**src/rtl/rcc_pkg.sv**
```systemverilog
package rcc_pkg;
    typedef enum logic [0:0] {
        SEQ_IDLE = 1'b0,
        SEQ_WALK = 1'b1
    } seq_state_e;
endpackage

```
**src/rtl/rcc_sync.sv**
```systemverilog
module rcc_sync #(
    parameter int unsigned STAGES = 2
) (
    input  logic clk,
    input  logic rst_n,
    input  logic raw_n,
    output logic pressed
);
    logic [STAGES-1:0] sh_d, sh_q;

    always_comb begin
        sh_d = {sh_q[STAGES-2:0], raw_n};
    end

    always_ff @(posedge clk or negedge rst_n) begin
        if (!rst_n) sh_q <= '1;
        else        sh_q <= sh_d;
    end

    assign pressed = ~sh_q[STAGES-1];
endmodule

```
**src/rtl/rcc_hold_timer.sv**
```systemverilog
module rcc_hold_timer #(
    parameter int unsigned HOLD_TICKS = 4096
) (
    input  logic clk,
    input  logic rst_n,
    input  logic pressed,
    input  logic osc_run,
    input  logic tick,
    output logic accept
);
    localparam int unsigned CNT_W = $clog2(HOLD_TICKS + 1);

    typedef struct packed {
        logic [CNT_W-1:0] cnt;
        logic             spent;
        logic             accept;
    } hold_t;

    hold_t st_d, st_q;

    always_comb begin
        st_d        = st_q;
        st_d.accept = 1'b0;
        if (!pressed) begin
            st_d.cnt   = '0;
            st_d.spent = 1'b0;
        end else if (!osc_run) begin
            st_d.cnt = '0;
        end else if (!st_q.spent && tick) begin
            if (st_q.cnt == CNT_W'(HOLD_TICKS - 1)) begin
                st_d.cnt    = '0;
                st_d.spent  = 1'b1;
                st_d.accept = 1'b1;
            end else begin
                st_d.cnt = st_q.cnt + 1'b1;
            end
        end
    end

    always_ff @(posedge clk or negedge rst_n) begin
        if (!rst_n) st_q <= '0;
        else        st_q <= st_d;
    end

    assign accept = st_q.accept;

    // acceptance follows a qualified tick
    a_r3_accept_qualified: assert property (@(posedge clk) disable iff (!rst_n)
        accept |-> $past(pressed && osc_run && tick));
    // one acceptance per press
    a_r9_one_shot: assert property (@(posedge clk) disable iff (!rst_n)
        accept |=> !accept);
    // no acceptance right after the oscillator is seen stopped
    a_r5_osc_gate: assert property (@(posedge clk) disable iff (!rst_n)
        !osc_run |=> !accept);
    // a release leaves the count empty
    a_r4_restart: assert property (@(posedge clk) disable iff (!rst_n)
        !pressed |=> (st_q.cnt == '0));
endmodule

```
**src/rtl/rcc_fill_seq.sv**
```systemverilog
module rcc_fill_seq
    import rcc_pkg::*;
#(
    parameter int unsigned ADDR_W     = 7,
    parameter int unsigned FIRST_USER = 14,
    parameter int unsigned USER_BYTES = 114
) (
    input  logic              clk,
    input  logic              rst_n,
    input  logic              start,
    output logic              busy,
    output logic [ADDR_W-1:0] addr
);
    localparam int unsigned LAST_USER = FIRST_USER + USER_BYTES - 1;

    typedef struct packed {
        seq_state_e        st;
        logic [ADDR_W-1:0] addr;
    } seq_t;

    seq_t s_d, s_q;

    always_comb begin
        s_d = s_q;
        unique case (s_q.st)
            SEQ_IDLE: begin
                if (start) begin
                    s_d.st   = SEQ_WALK;
                    s_d.addr = ADDR_W'(FIRST_USER);
                end
            end
            SEQ_WALK: begin
                if (s_q.addr == ADDR_W'(LAST_USER)) s_d.st = SEQ_IDLE;
                else                                s_d.addr = s_q.addr + 1'b1;
            end
            default: s_d.st = SEQ_IDLE;
        endcase
    end

    always_ff @(posedge clk or negedge rst_n) begin
        if (!rst_n) s_q <= '{st: SEQ_IDLE, addr: '0};
        else        s_q <= s_d;
    end

    assign busy = (s_q.st == SEQ_WALK);
    assign addr = s_q.addr;

    // walk stays inside the user range
    a_r6_range: assert property (@(posedge clk) disable iff (!rst_n)
        busy |-> (addr >= ADDR_W'(FIRST_USER) && addr <= ADDR_W'(LAST_USER)));
    // ascending by one each cycle
    a_r6_step: assert property (@(posedge clk) disable iff (!rst_n)
        (busy && $past(busy)) |-> (addr == $past(addr) + 1'b1));
    // a walk begins at the first user byte
    a_r6_begin: assert property (@(posedge clk) disable iff (!rst_n)
        $rose(busy) |-> (addr == ADDR_W'(FIRST_USER)));
endmodule

```
**src/rtl/ram_clear_ctrl.sv**
```systemverilog
module ram_clear_ctrl #(
    parameter int unsigned ADDR_W      = 7,
    parameter int unsigned DATA_W      = 8,
    parameter int unsigned FIRST_USER  = 14,
    parameter int unsigned USER_BYTES  = 114,
    parameter int unsigned HOLD_TICKS  = 4096,
    parameter int unsigned SYNC_STAGES = 2
) (
    input  logic              clk,
    input  logic              rst_n,
    input  logic              clr_n,
    input  logic              osc_run,
    input  logic              tick,
    input  logic              bus_we,
    input  logic [ADDR_W-1:0] bus_addr,
    input  logic [DATA_W-1:0] bus_wdata,
    output logic              mem_we,
    output logic [ADDR_W-1:0] mem_addr,
    output logic [DATA_W-1:0] mem_wdata,
    output logic              busy
);
    logic              pressed;
    logic              accept;
    logic              walk;
    logic [ADDR_W-1:0] walk_addr;

    rcc_sync #(.STAGES(SYNC_STAGES)) u_sync (
        .clk(clk), .rst_n(rst_n), .raw_n(clr_n), .pressed(pressed)
    );

    rcc_hold_timer #(.HOLD_TICKS(HOLD_TICKS)) u_hold (
        .clk(clk), .rst_n(rst_n), .pressed(pressed), .osc_run(osc_run),
        .tick(tick), .accept(accept)
    );

    rcc_fill_seq #(
        .ADDR_W(ADDR_W), .FIRST_USER(FIRST_USER), .USER_BYTES(USER_BYTES)
    ) u_seq (
        .clk(clk), .rst_n(rst_n), .start(accept), .busy(walk), .addr(walk_addr)
    );

    always_comb begin
        if (walk) begin
            mem_we    = 1'b1;
            mem_addr  = walk_addr;
            mem_wdata = '1;
        end else begin
            mem_we    = bus_we;
            mem_addr  = bus_addr;
            mem_wdata = bus_wdata;
        end
    end

    assign busy = walk;

    // no write into protected locations while busy
    a_r8_bus_blocked: assert property (@(posedge clk) disable iff (!rst_n)
        busy |-> (mem_addr >= ADDR_W'(FIRST_USER)));
    // protected locations only ever see bus writes
    a_r7_ctrl_safe: assert property (@(posedge clk) disable iff (!rst_n)
        (mem_we && mem_addr < ADDR_W'(FIRST_USER)) |-> (!busy && bus_we));
    // quiet after reset with no bus request
    a_r1_quiet: assert property (@(posedge clk) disable iff (!rst_n)
        (!busy && !bus_we) |-> !mem_we);
endmodule

```
**config.mk**
```make
export PLATFORM = sky130hd
export DESIGN_NAME = ram_clear_ctrl
export DESIGN_NICKNAME = d
export VERILOG_FILES = /design/src/rtl/rcc_pkg.sv /design/src/rtl/rcc_sync.sv /design/src/rtl/rcc_hold_timer.sv /design/src/rtl/rcc_fill_seq.sv /design/src/rtl/ram_clear_ctrl.sv
export SDC_FILE = /design/constraint.sdc
export NUM_CORES = 1
export LEC_CHECK = 0
export BUFFER_PORTS_ARGS = -buffer_cell sky130_fd_sc_hd__buf_2
export CAP_MARGIN = 5
export CORE_ASPECT_RATIO = 1.2
export CORE_MARGIN = 4
export CORE_UTILIZATION = 57
export CTS_BUF_LIST = sky130_fd_sc_hd__clkbuf_4
export DETAILED_ROUTE_END_ITERATION = 6
export PLACE_DENSITY = 0.95
export RECOVER_POWER = 25
export SKIP_LAST_GASP = 1
export SLEW_MARGIN = 20
export SYNTH_ARGS = -nofsm -noshare
export SYNTH_HDL_FRONTEND = slang
export SYNTH_SLANG_ARGS = --single-unit
```
**constraint.sdc**
```tcl
create_clock -name clk -period 4.43 [get_ports clk]
set_clock_uncertainty 0.15 [all_clocks]
set_input_delay 0.443 -clock clk [delete_from_list [all_inputs] [get_ports clk]]
set_output_delay 0.443 -clock clk [all_outputs]
set_load 0.05 [all_outputs]
```
### Word-level counts from Yosys, hierarchy flattened

Cells that the tools add are included.

* register bits after elaboration: 25
* input port bits: 21
* word-level logic and storage cells: 35

* add/sub/neg operators: 2
* eq/ne operators: 5
* multiplexer cells: 14
* bitwise operators: 1
* reductions and logical operators: 7

Operators by type and width (count)
* two-way mux 13 bit: 2
* two-way mux 8 bit: 2
* one-hot mux 8 bit (2 select lines): 1
* two-way mux 15 bit: 1
* two-way mux 14 bit: 1
* two-way mux 7 bit: 2
* adder 13 x 1 -> 13 bit (second input constant): 1
* == test 13 x 12 -> 1 bit (second input constant): 1
* adder 7 x 1 -> 7 bit (second input constant): 1
* == test 7 bit (second input constant): 1
* nonzero test 2 bit: 3
* two-way mux 2 bit: 2
* != test 2 bit (second input constant): 2
* two-way mux 1 bit: 3
* != test 3 x 1 -> 1 bit (second input constant): 1
* AND reduction 3 bit: 1
* AND reduction 2 bit: 1
* logical AND 1 bit: 1
* zero test 1 bit: 1
* inverter 1 bit: 1

### Logic depth before layout (Yosys ltp)

Gate-level depths: netlist of the first run.

* word-level depth: 5
* mapped depth: 6
* depth with buffers taken out: 5

### Cells and area by module

A second synthesis of the first run with hierarchy kept.

* cell total of the unflattened synthesis: 151
* area, all modules: 1468.9 µm²

Modules (own cells, without submodules)
* rcc_hold_timer: times used 1, cells an instance 85, area each 805.8 µm², seq. area each 375.4 µm²
* rcc_fill_seq: times used 1, cells an instance 45, area each 441.7 µm², seq. area each 200.2 µm²
* ram_clear_ctrl: times used 1, cells an instance 18, area each 165.2 µm², seq. area each 0.0 µm²
* rcc_sync: times used 1, cells an instance 3, area each 56.3 µm², seq. area each 52.6 µm²

### Least setup slack after synthesis of the first run

No wires, ideal clock.

* path type: register -> output
* from: reg u_seq.s_q, in the netlist u_seq.busy
* to: out mem_addr[0]
* arrival time: 1.513 ns
* slack: 2.324 ns
* stages on the path, launching flop included: 3
* cells stage by stage: dfrtp_1 > buf_1 > mux2_2

* word-level cells in the longest chain between the ends: 1

Ends and longest elaborated chain
* from (decl): line rcc_fill_seq.sv:21 `seq_t s_d, s_q;`
* from (signal assigned): line rcc_fill_seq.sv:41 `if (!rst_n) s_q <= '{st: SEQ_IDLE, addr: '0};`
* two-way mux 7 bit: line ram_clear_ctrl.sv:43 `if (walk) begin`
* to (decl): line ram_clear_ctrl.sv:18 `output logic [ADDR_W-1:0] mem_addr,`

No other way between the ends.

### Worst setup path after layout of the first run

* from: reg u_seq.s_q, in the netlist u_seq.busy
* to: out mem_addr[6]

The elaborated chain is that of the path after synthesis.

==> results.yml, run 1 <==
timing:
  finalMaxSlewViolations: 0
  fmax_ghz: 0.4338
  setup_tns_ns: 0
  min_period_ns: 2.305
  setup_slack_ns: 2.125
  tightest_slew_ns: 1.282
  setup_viol: 0
  hold_viol: 0
  rsz0062_at_grt: "no"
  period_share_pct: 52.04
  maxSlewHeadroom_pct: 14.56
synthesis:
  ys_ff_latch: 25
  syn_inst: 143
  yosys_warnings: 0
  synthesis.nets: 166
  synth-seq-area-share_pct: 46.10
  synth.area.top_cells: "dfrtp_1 42%, mux2_2 5.8%, or2_2 4.1%, dfstp_2 3.9%, nand2_1 3.6%"
  synth_ff_type: "dfrtp_1"
  synth_top_area_share_pct: 42.24
  synth-edff-count: 0
  synthMostInstantiatedCell: "dfrtp_1"
  avgSynthCellArea_um2: 9.528
  synth_area_um2: 1363
  yosys-top-cells-count: "23 x dfrtp_1, 13 x nand2_1, 12 x nor2_1, 9 x or2_2, 8 x nand3_1"
  yosysUniqueCellTypes: 40
  synth_top_area_cell: "dfrtp_1"
  synth-async-reset-ratio_pct: 100.0
global_routing:
  grt_first_pass_wirelength_um: 5043
  overflow: 0
  antenna_found_initial: 0
  grtUsageTotal_pct: 20.68
  first_global_vias: 1171
  grt_max_degree: 26
pwr:
  seqPwrFrac_pct: 41.8
  total_power_mw: 0.7510
  switchingPower_mw: 0.3510
  power-per-cell-area_nw_per_um2: 469.7
  internal_power_mw: 0.4000
  total_leakage_power_nw: 0.7136
  comb_power_share_pct: 44.6
  swShare_pct: 46.74
  power_frac_clock_pct: 13.6
  ir_drop_mv: 0.4215
min_path:
  hold_end: "u_sync.sh_q[0]$_DFF_PN1_"
  worstHoldPathCells: 1
  hold_path.startpoint: "clr_n"
  worstHoldPathType: "in2reg"
critical_path:
  r2r-start: "u_seq.busy$_DFF_PN0_"
  crit_required_ns: 3.84
  critPathMaxStageDelay_ns: 0.77
  crit_chain: "mux2_2 -> buf_2"
  critPathKind: "reg2out"
  r2r_slack_ns: 2.41
  cp_data_arrival_time_ns: 1.71
  critPathSlowestCell: "dfrtp_1"
  worst-path-max-fanout: 23
  startpoint_type: "flip-flop"
  crit_family: "flip-flops"
  reg2reg_to: "u_seq.addr[1]$_DFFE_PN0P_"
  critical_path_buf_inv_count: 1
  cp-end-kind: "primary output"
  r2r_cells: 4
  cp_num_cells: 2
cts:
  cts_tree: "done"
  clk_pin_slew_worst_paths_ns: 0.13
  insertion_delay_ns: 0.32
  hold_buffers: 1
  cts.sinks: 25
  clk_path_buf_depth: 2
  cts_buffers: 3
  cts_resized: 0
  post-cts-setup-buffers: 0
  cts-htree-levels: 1
  cts_root_buf: "clkbuf_4"
floorplanning:
  fp-row-count: 19
  coreArea_um2: 2282
  die_height_um: 61.56
  die_x_um: 52.63
  die_area_um2: 3240
  io_pins: 38
  start_util_pct: 59.70
drt:
  vias: 1242
  avgViaCountPerCell: 5.914
  ant_nets: 0
  detail_route.wirelength_um: 3050
  post_drt_wl_per_cell_um: 14.52
  drc: 0
  first_pass_iters: 4
  drt_iter0_markers: 40
cells_and_area:
  post-route-util_pct: 70.07
  diodes: 0
  stdcell_count: 210
  drive_above_1_share_pct: 33.52
  area_growth_pct: 17.36
  nNetsFinal: 203
placement:
  dp_hpwl_um: 2385
  port_buffers: 37
  post-place-ws_ns: 2.428
  gp_congestion: 0.9356
  dp.cells: 205
outcome:
  status: "finished clean"
flow_run:
  maxCapViolations: 0
==> cell type report <==
| cell class | instances | area (um^2) |
|---|---|---|
| clock buffers | 3 | 22.52 |
| clock inverters | 1 | 5.005 |
| fillers | 185 | 683.2 |
| inverters | 6 | 22.52 |
| multi-input cells | 106 | 688.2 |
| flip-flops and latches | 25 | 628.1 |
| well taps | 31 | 38.79 |
| repair buffers | 38 | 193.9 |
==> power groups by stage <==
stage                     registers [mW]  clock network [mW]  logic (mW)
after floorplan                    0.303                   0       0.267
after global placement             0.312                   0       0.324
after detailed placement           0.317                   0       0.336
after CTS                          0.312               0.105       0.337
after global routing               0.322               0.112       0.360
final                              0.314               0.102       0.335
==> placed cells by master, fill, tap and decap left out, types with 3 or more instances in the layout <==
cell      instances
or3_1             3
nor4_1            4
a31oi_1           6
nand4_1           3
clkbuf_4          3
dfrtp_1          23
nand3_1           8
or2_2             9
inv_1             6
xnor2_1           3
o21ai_0           4
a21oi_1           3
or4_1             3
buf_2            36
nand2b_1          4
mux2_2            7
nor2_1           12
nand2_1          13
==> worst register-to-register path, stage by stage, from the launching register on <==
cell and delay (ns):
dfrtp_1 0.77, inv_1 0.20, a31oi_1 0.46, mux2i_1 0.26
nand2_1 0.08
==> logic make-up after synthesis <==
group / synth area share (%)
compound gates: 10.74
mux: 6.520
fa+ha+maj: 1.836
simple gates: 28.83
buf+inv: 3.397
flops: 46.10
xor+xnor: 2.572
==> how the worst max path moves through the flow <==
stage	start	endpoint	slack (ns)
floorplan	u_seq.busy$_DFF_PN0_	mem_addr[0]	2.32
global placement	u_seq.busy$_DFF_PN0_	mem_addr[0]	2.55
detailed placement	u_seq.busy$_DFF_PN0_	u_seq.addr[1]$_DFFE_PN0P_	2.43
CTS	u_seq.busy$_DFF_PN0_	mem_addr[6]	2.12
global route	u_seq.busy$_DFF_PN0_	mem_addr[5]	2.03
finish	u_seq.busy$_DFF_PN0_	mem_addr[6]	2.12
==> state kept, by name (all words and copies together) (netlist names) <==
name and cells:
u_hold.accept 1, u_hold.st_q 14, u_seq.addr 7, u_seq.busy 1, u_sync.sh_q 2
==> per-stage QoR <==
step / cell area [um^2] / hold WS, ns
after global routing: 1599 / 0.03525
final: 1599 / 0.05083
after detailed placement: 1563 / 0.2036
after CTS: 1600 / 0.04725
after global placement: 1563 / 0.1989
after floorplan: 1363 / -0.002591
==> routing by layer <==
| metal | share of wire (%) | track usage [%] |
|---|---|---|
| met1 | 40 | 23.48 |
| met2 | 53 | 39.01 |
| met3 | 5.8 | 2.179 |
| met4 | 1.9 | 8.759 |
| met5 | 0 | 0 |
Power figures use the tool's default switching activity.
==> run 2, diff against run 1 <==
- CORE_UTILIZATION: 57 -> 48
- PLACE_DENSITY: 0.95 -> 0.88
- clock period: 4.43 -> 2 ns (I/O delays scaled with it)
==> results.yml, run 2 (synthesis results as in run 1) <==
timing:
  hold_viol: 0
  finalMaxSlewViolations: 0
  setup_tns_ns: 0
  period_share_pct: 93.47
  setup_slack_ns: 0.1305
  fmax_ghz: 0.5349
  setup_viol: 0
  rsz0062_at_grt: "no"
  tightest_slew_ns: 0.5767
  maxSlewHeadroom_pct: 61.47
  min_period_ns: 1.869
drt:
  avgViaCountPerCell: 5.898
  vias: 1274
  first_pass_iters: 4
  drt_iter0_markers: 35
  drc: 0
  ant_nets: 0
  detail_route.wirelength_um: 3243
  post_drt_wl_per_cell_um: 15.01
pwr:
  power_frac_clock_pct: 14.4
  power-per-cell-area_nw_per_um2: 1030
  total_leakage_power_nw: 0.7346
  internal_power_mw: 0.9154
  ir_drop_mv: 0.9624
  switchingPower_mw: 0.7760
  comb_power_share_pct: 44.4
  swShare_pct: 45.88
  seqPwrFrac_pct: 41.1
placement:
  gp_congestion: 0.9363
  post-place-ws_ns: 0.1657
  place_area_um2: 1580
  dp.cells: 209
  port_buffers: 37
  dp_hpwl_um: 2492
cells_and_area:
  largest-register: "u_hold.st_q"
  stdcell_count: 216
  largestRegisters: "u_hold.st_q x14, u_seq.addr x7, u_sync.sh_q x2"
  final_cell_mix: "37 x buf_2, 22 x dfrtp_1, 13 x nand2_1, 12 x nor2_1, 9 x or2_2"
  final_common_cell: "buf_2"
  area_growth_pct: 20.48
  largest_register_ffs: 14
  nNetsFinal: 207
  drive_above_1_share_pct: 34.97
  post-route-util_pct: 62.48
  diodes: 0
  final_area_um2: 1642
critical_path:
  crit_required_ns: 1.65
  critPathSlowestCell: "dfrtp_2"
  worst-path-max-fanout: 23
  critPathKind: "reg2out"
  cp_data_arrival_time_ns: 1.52
  critPathMaxStageDelay_ns: 0.60
  crit_family: "flip-flops"
  startpoint_type: "flip-flop"
  critical_path_buf_inv_count: 1
  cp-end-kind: "primary output"
  crit_chain: "mux2_2 -> buf_2"
floorplanning:
  fp-row-count: 20
  io_pins: 38
  coreArea_um2: 2628
  die_height_um: 66.37
  die_x_um: 56.64
  die_area_um2: 3759
  start_util_pct: 51.86
cts:
  cts_root_buf: "clkbuf_4"
  clk_path_buf_depth: 2
  insertion_delay_ns: 0.33
  cts_tree: "done"
  clk_pin_slew_worst_paths_ns: 0.13
  cts-htree-levels: 1
  cts_buffers: 3
  post-cts-setup-buffers: 0
  cts.sinks: 25
global_routing:
  grtUsageTotal_pct: 19.21
  grt_first_pass_wirelength_um: 5533
  grt_max_degree: 26
  antenna_found_initial: 0
  first_global_vias: 1252
  overflow: 0
min_path:
  worstHoldPathType: "in2reg"
flow_run:
  maxCapViolations: 0
outcome:
  status: "finished clean"
==> run 2: cell types whose count changed in the layout (fill, tap and decap cells not counted) <==
cell	delta
buf_4	+2
dlygate4sd3_1	+2
clkbuf_4	+1
clkbuf_1	-1
dfrtp_2	+1
dfrtp_1	-1
clkinv_2	-1
buf_2	+1
==> run 2: cell type report <==
class                   instances  area, um^2
fillers                       225       985.9
multi-input cells             106       688.2
clock buffers                   4       30.03
repair buffers                 42       230.2
flip-flops and latches         25       629.4
well taps                      33       41.29
inverters                       6       22.52
==> run 2: worst min-delay path: stages <==
cell and delay (ns):
buf_2 0.12, a31oi_1 0.08, nor2_1 0.08
==> run 2: per-stage QoR <==
stage          total power, mW  hold WS, ns
2_1_floorplan            1.264      -0.2456
3_3_place_gp             1.410      0.05435
3_5_place_dp             1.448      0.07008
4_1_cts                  1.704      0.03038
5_1_grt                  1.789      0.06284
6_report                 1.691      0.04297
==> run 2: metal layers <==
metal | up-vias | track usage (%) | wire length, um
met5 | - | 0 | 0
met4 | 0 | 11.57 | 117
met3 | 9 | 2.734 | 156
met2 | 47 | 36.27 | 1752
met1 | 617 | 19.73 | 1216
li1 | 601 | - | -
==> run 2: path summary, 6_finish.rpt <==
kind / from / end / cells after the start / slack [ns]
max: u_seq.busy$_DFF_PN0_ / mem_addr[1] / 2 / 0.13
min: tick / u_hold.st_q[1]$_DFFE_PN0P_ / 3 / 0.04
max reg2reg: u_hold.st_q[7]$_DFFE_PN0P_ / u_hold.st_q[11]$_DFFE_PN0P_ / 4 / 0.14
min reg2reg: u_sync.sh_q[0]$_DFF_PN1_ / u_sync.sh_q[1]$_DFF_PN1_ / 0 / 0.22
max in group asynchronous: rst_n / u_seq.busy$_DFF_PN0_ / 2 / 1.08
min in group asynchronous: rst_n / u_seq.addr[3]$_DFFE_PN0P_ / 2 / 0.23
==> run 2: repair_timing <==
action | CTS | global route
hold endpoints to repair | 25 | 0
setup endpoints to repair | 7 | 0
gates resized for setup | 1 | 0
hold buffers | 3 | 0
==> run 2: power by group through the flow <==
stage          Clock, mW  Sequential [mW]  Combinational (mW)
2_1_floorplan          0            0.672               0.592
6_report           0.244            0.696               0.752
3_3_place_gp           0            0.689               0.721
5_1_grt            0.269            0.713               0.807
4_1_cts            0.256            0.691               0.756
3_5_place_dp           0            0.700               0.748
==> run 3, diff against run 2 <==
- RECOVER_POWER: 25 -> 100
==> results.yml, run 3 (synthesis results as in run 1) <==
cells_and_area:
  area_growth_pct: 20.11
  nNetsFinal: 207
  largestRegisters: "u_hold.st_q x14, u_seq.addr x7, u_sync.sh_q x2"
  drive_above_1_share_pct: 33.88
  diodes: 0
  largest_register_ffs: 14
  final_cell_mix: "23 x buf_2, 22 x dfrtp_1, 13 x nand2_1, 13 x clkbuf_2, 12 x nor2_1"
  final.fill_count: 226
  stdcell_count: 216
  largest-register: "u_hold.st_q"
  final_common_cell: "buf_2"
drt:
  avgViaCountPerCell: 5.907
  post_drt_wl_per_cell_um: 15.10
  vias: 1276
  drt_iter0_markers: 34
  detail_route.wirelength_um: 3261
  ant_nets: 0
  first_pass_iters: 4
  drc: 0
timing:
  finalMaxSlewViolations: 0
  rsz0062_at_grt: "no"
  hold_viol: 0
  maxSlewHeadroom_pct: 61.72
  tightest_slew_ns: 0.5730
  min_period_ns: 1.897
  setup_tns_ns: 0
  whs_ns: 0.04362
  setup_viol: 0
  period_share_pct: 94.86
  fmax_ghz: 0.5271
cts:
  cts_tree: "done"
  insertion_delay_ns: 0.33
  post-cts-setup-buffers: 0
  cts_buffers: 3
  cts.sinks: 25
  cts-htree-levels: 1
  clk_pin_slew_worst_paths_ns: 0.13
  cts_root_buf: "clkbuf_4"
  clk_path_buf_depth: 2
pwr:
  total_leakage_power_nw: 0.7326
  ir_drop_mv: 0.9603
  power_frac_clock_pct: 14.5
  seqPwrFrac_pct: 41.1
  switchingPower_mw: 0.7794
  internal_power_mw: 0.9131
  power-per-cell-area_nw_per_um2: 1034
  swShare_pct: 46.05
  comb_power_share_pct: 44.4
floorplanning:
  die_height_um: 66.37
  coreArea_um2: 2628
  die_x_um: 56.64
  start_util_pct: 51.86
  fp-row-count: 20
  io_pins: 38
  die_area_um2: 3759
critical_path:
  worst-path-max-fanout: 23
  critPathKind: "reg2out"
  cp-end-kind: "primary output"
  cp_data_arrival_time_ns: 1.55
  crit_required_ns: 1.65
  startpoint_type: "flip-flop"
placement:
  dp_hpwl_um: 2492
  dp.cells: 209
  gp_congestion: 0.9363
  port_buffers: 37
outcome:
  status: "finished clean"
global_routing:
  grt_max_degree: 26
  antenna_found_initial: 0
  grtUsageTotal_pct: 19.21
  grt_first_pass_wirelength_um: 5533
  first_global_vias: 1252
  overflow: 0
flow_run:
  maxCapViolations: 0
min_path:
  worstHoldPathType: "in2reg"
## run 3: changes by cell type in the layout (fill, tap and decap cells not counted), sizes merged
cell    delta
clkbuf    +15
buf       -15
## run 3: final cells by class
type | count | area, um^2 | area share, %
Clock buffer | 4 | 30.03 | 1.835
Inverter | 6 | 22.52 | 1.376
Multi-Input combinational cell | 106 | 688.2 | 42.05
Sequential cell | 25 | 629.4 | 38.46
Tap cell | 33 | 41.29 | 2.523
Timing Repair Buffer | 42 | 225.2 | 13.76
## run 3: power by group through the flow
stage	Sequential (mW)	Clock [mW]	Combinational, mW
global route	0.713	0.269	0.808
CTS	0.691	0.256	0.756
finish	0.696	0.245	0.751
global placement	0.689	0	0.721
floorplan	0.672	0	0.592
detailed placement	0.700	0	0.748
## run 3: final timing paths
path                                             from                           to  slack [ns]  depth (start not counted)
setup / recovery                 u_seq.busy$_DFF_PN0_                  mem_addr[5]        0.10                          2
hold / removal                                   tick   u_hold.st_q[1]$_DFFE_PN0P_        0.04                          3
setup reg to reg           u_hold.st_q[7]$_DFFE_PN0P_  u_hold.st_q[11]$_DFFE_PN0P_        0.14                          4
hold reg to reg              u_sync.sh_q[0]$_DFF_PN1_     u_sync.sh_q[1]$_DFF_PN1_        0.22                          0
max in group asynchronous                       rst_n         u_seq.busy$_DFF_PN0_        1.08                          2
min in group asynchronous                       rst_n    u_seq.addr[4]$_DFFE_PN0P_        0.23                          2
## run 3: metal layers
metal / up-vias / part of all wire, % / routed length (um) / track usage (%)
li1: 599 / - / - / -
met1: 615 / 37 / 1195 / 19.73
met2: 53 / 54 / 1755 / 36.27
met3: 9 / 5.9 / 193 / 2.734
met4: 0 / 3.6 / 117 / 11.57
met5: - / 0 / 0 / 0
## run 3: timing repair
action | in CTS | in global routing
gates resized for setup | 1 | 0
endpoints found under the setup margin | 7 | 0
hold endpoints to repair | 25 | 0
hold buffers | 3 | 0
## run 3: per-stage QoR
| stage | worst slack [ns] | power (mW) | utilization, % | area [um^2] |
|---|---|---|---|---|
| after floorplan | 0.1368 | 1.264 | - | 1363 |
| after global placement | 0.2283 | 1.410 | 60.14 | 1580 |
| after detailed placement | 0.1657 | 1.448 | 60.14 | 1580 |
| after CTS | 0.1142 | 1.704 | 62.48 | 1642 |
| after global routing | 0.02961 | 1.789 | 62.29 | 1637 |
| final | 0.1028 | 1.693 | 62.29 | 1637 |
## run 3: worst max-delay path: stages, from the launching register on
cell      delay, ns
dfrtp_2        0.60
mux2_2         0.38
clkbuf_2       0.23
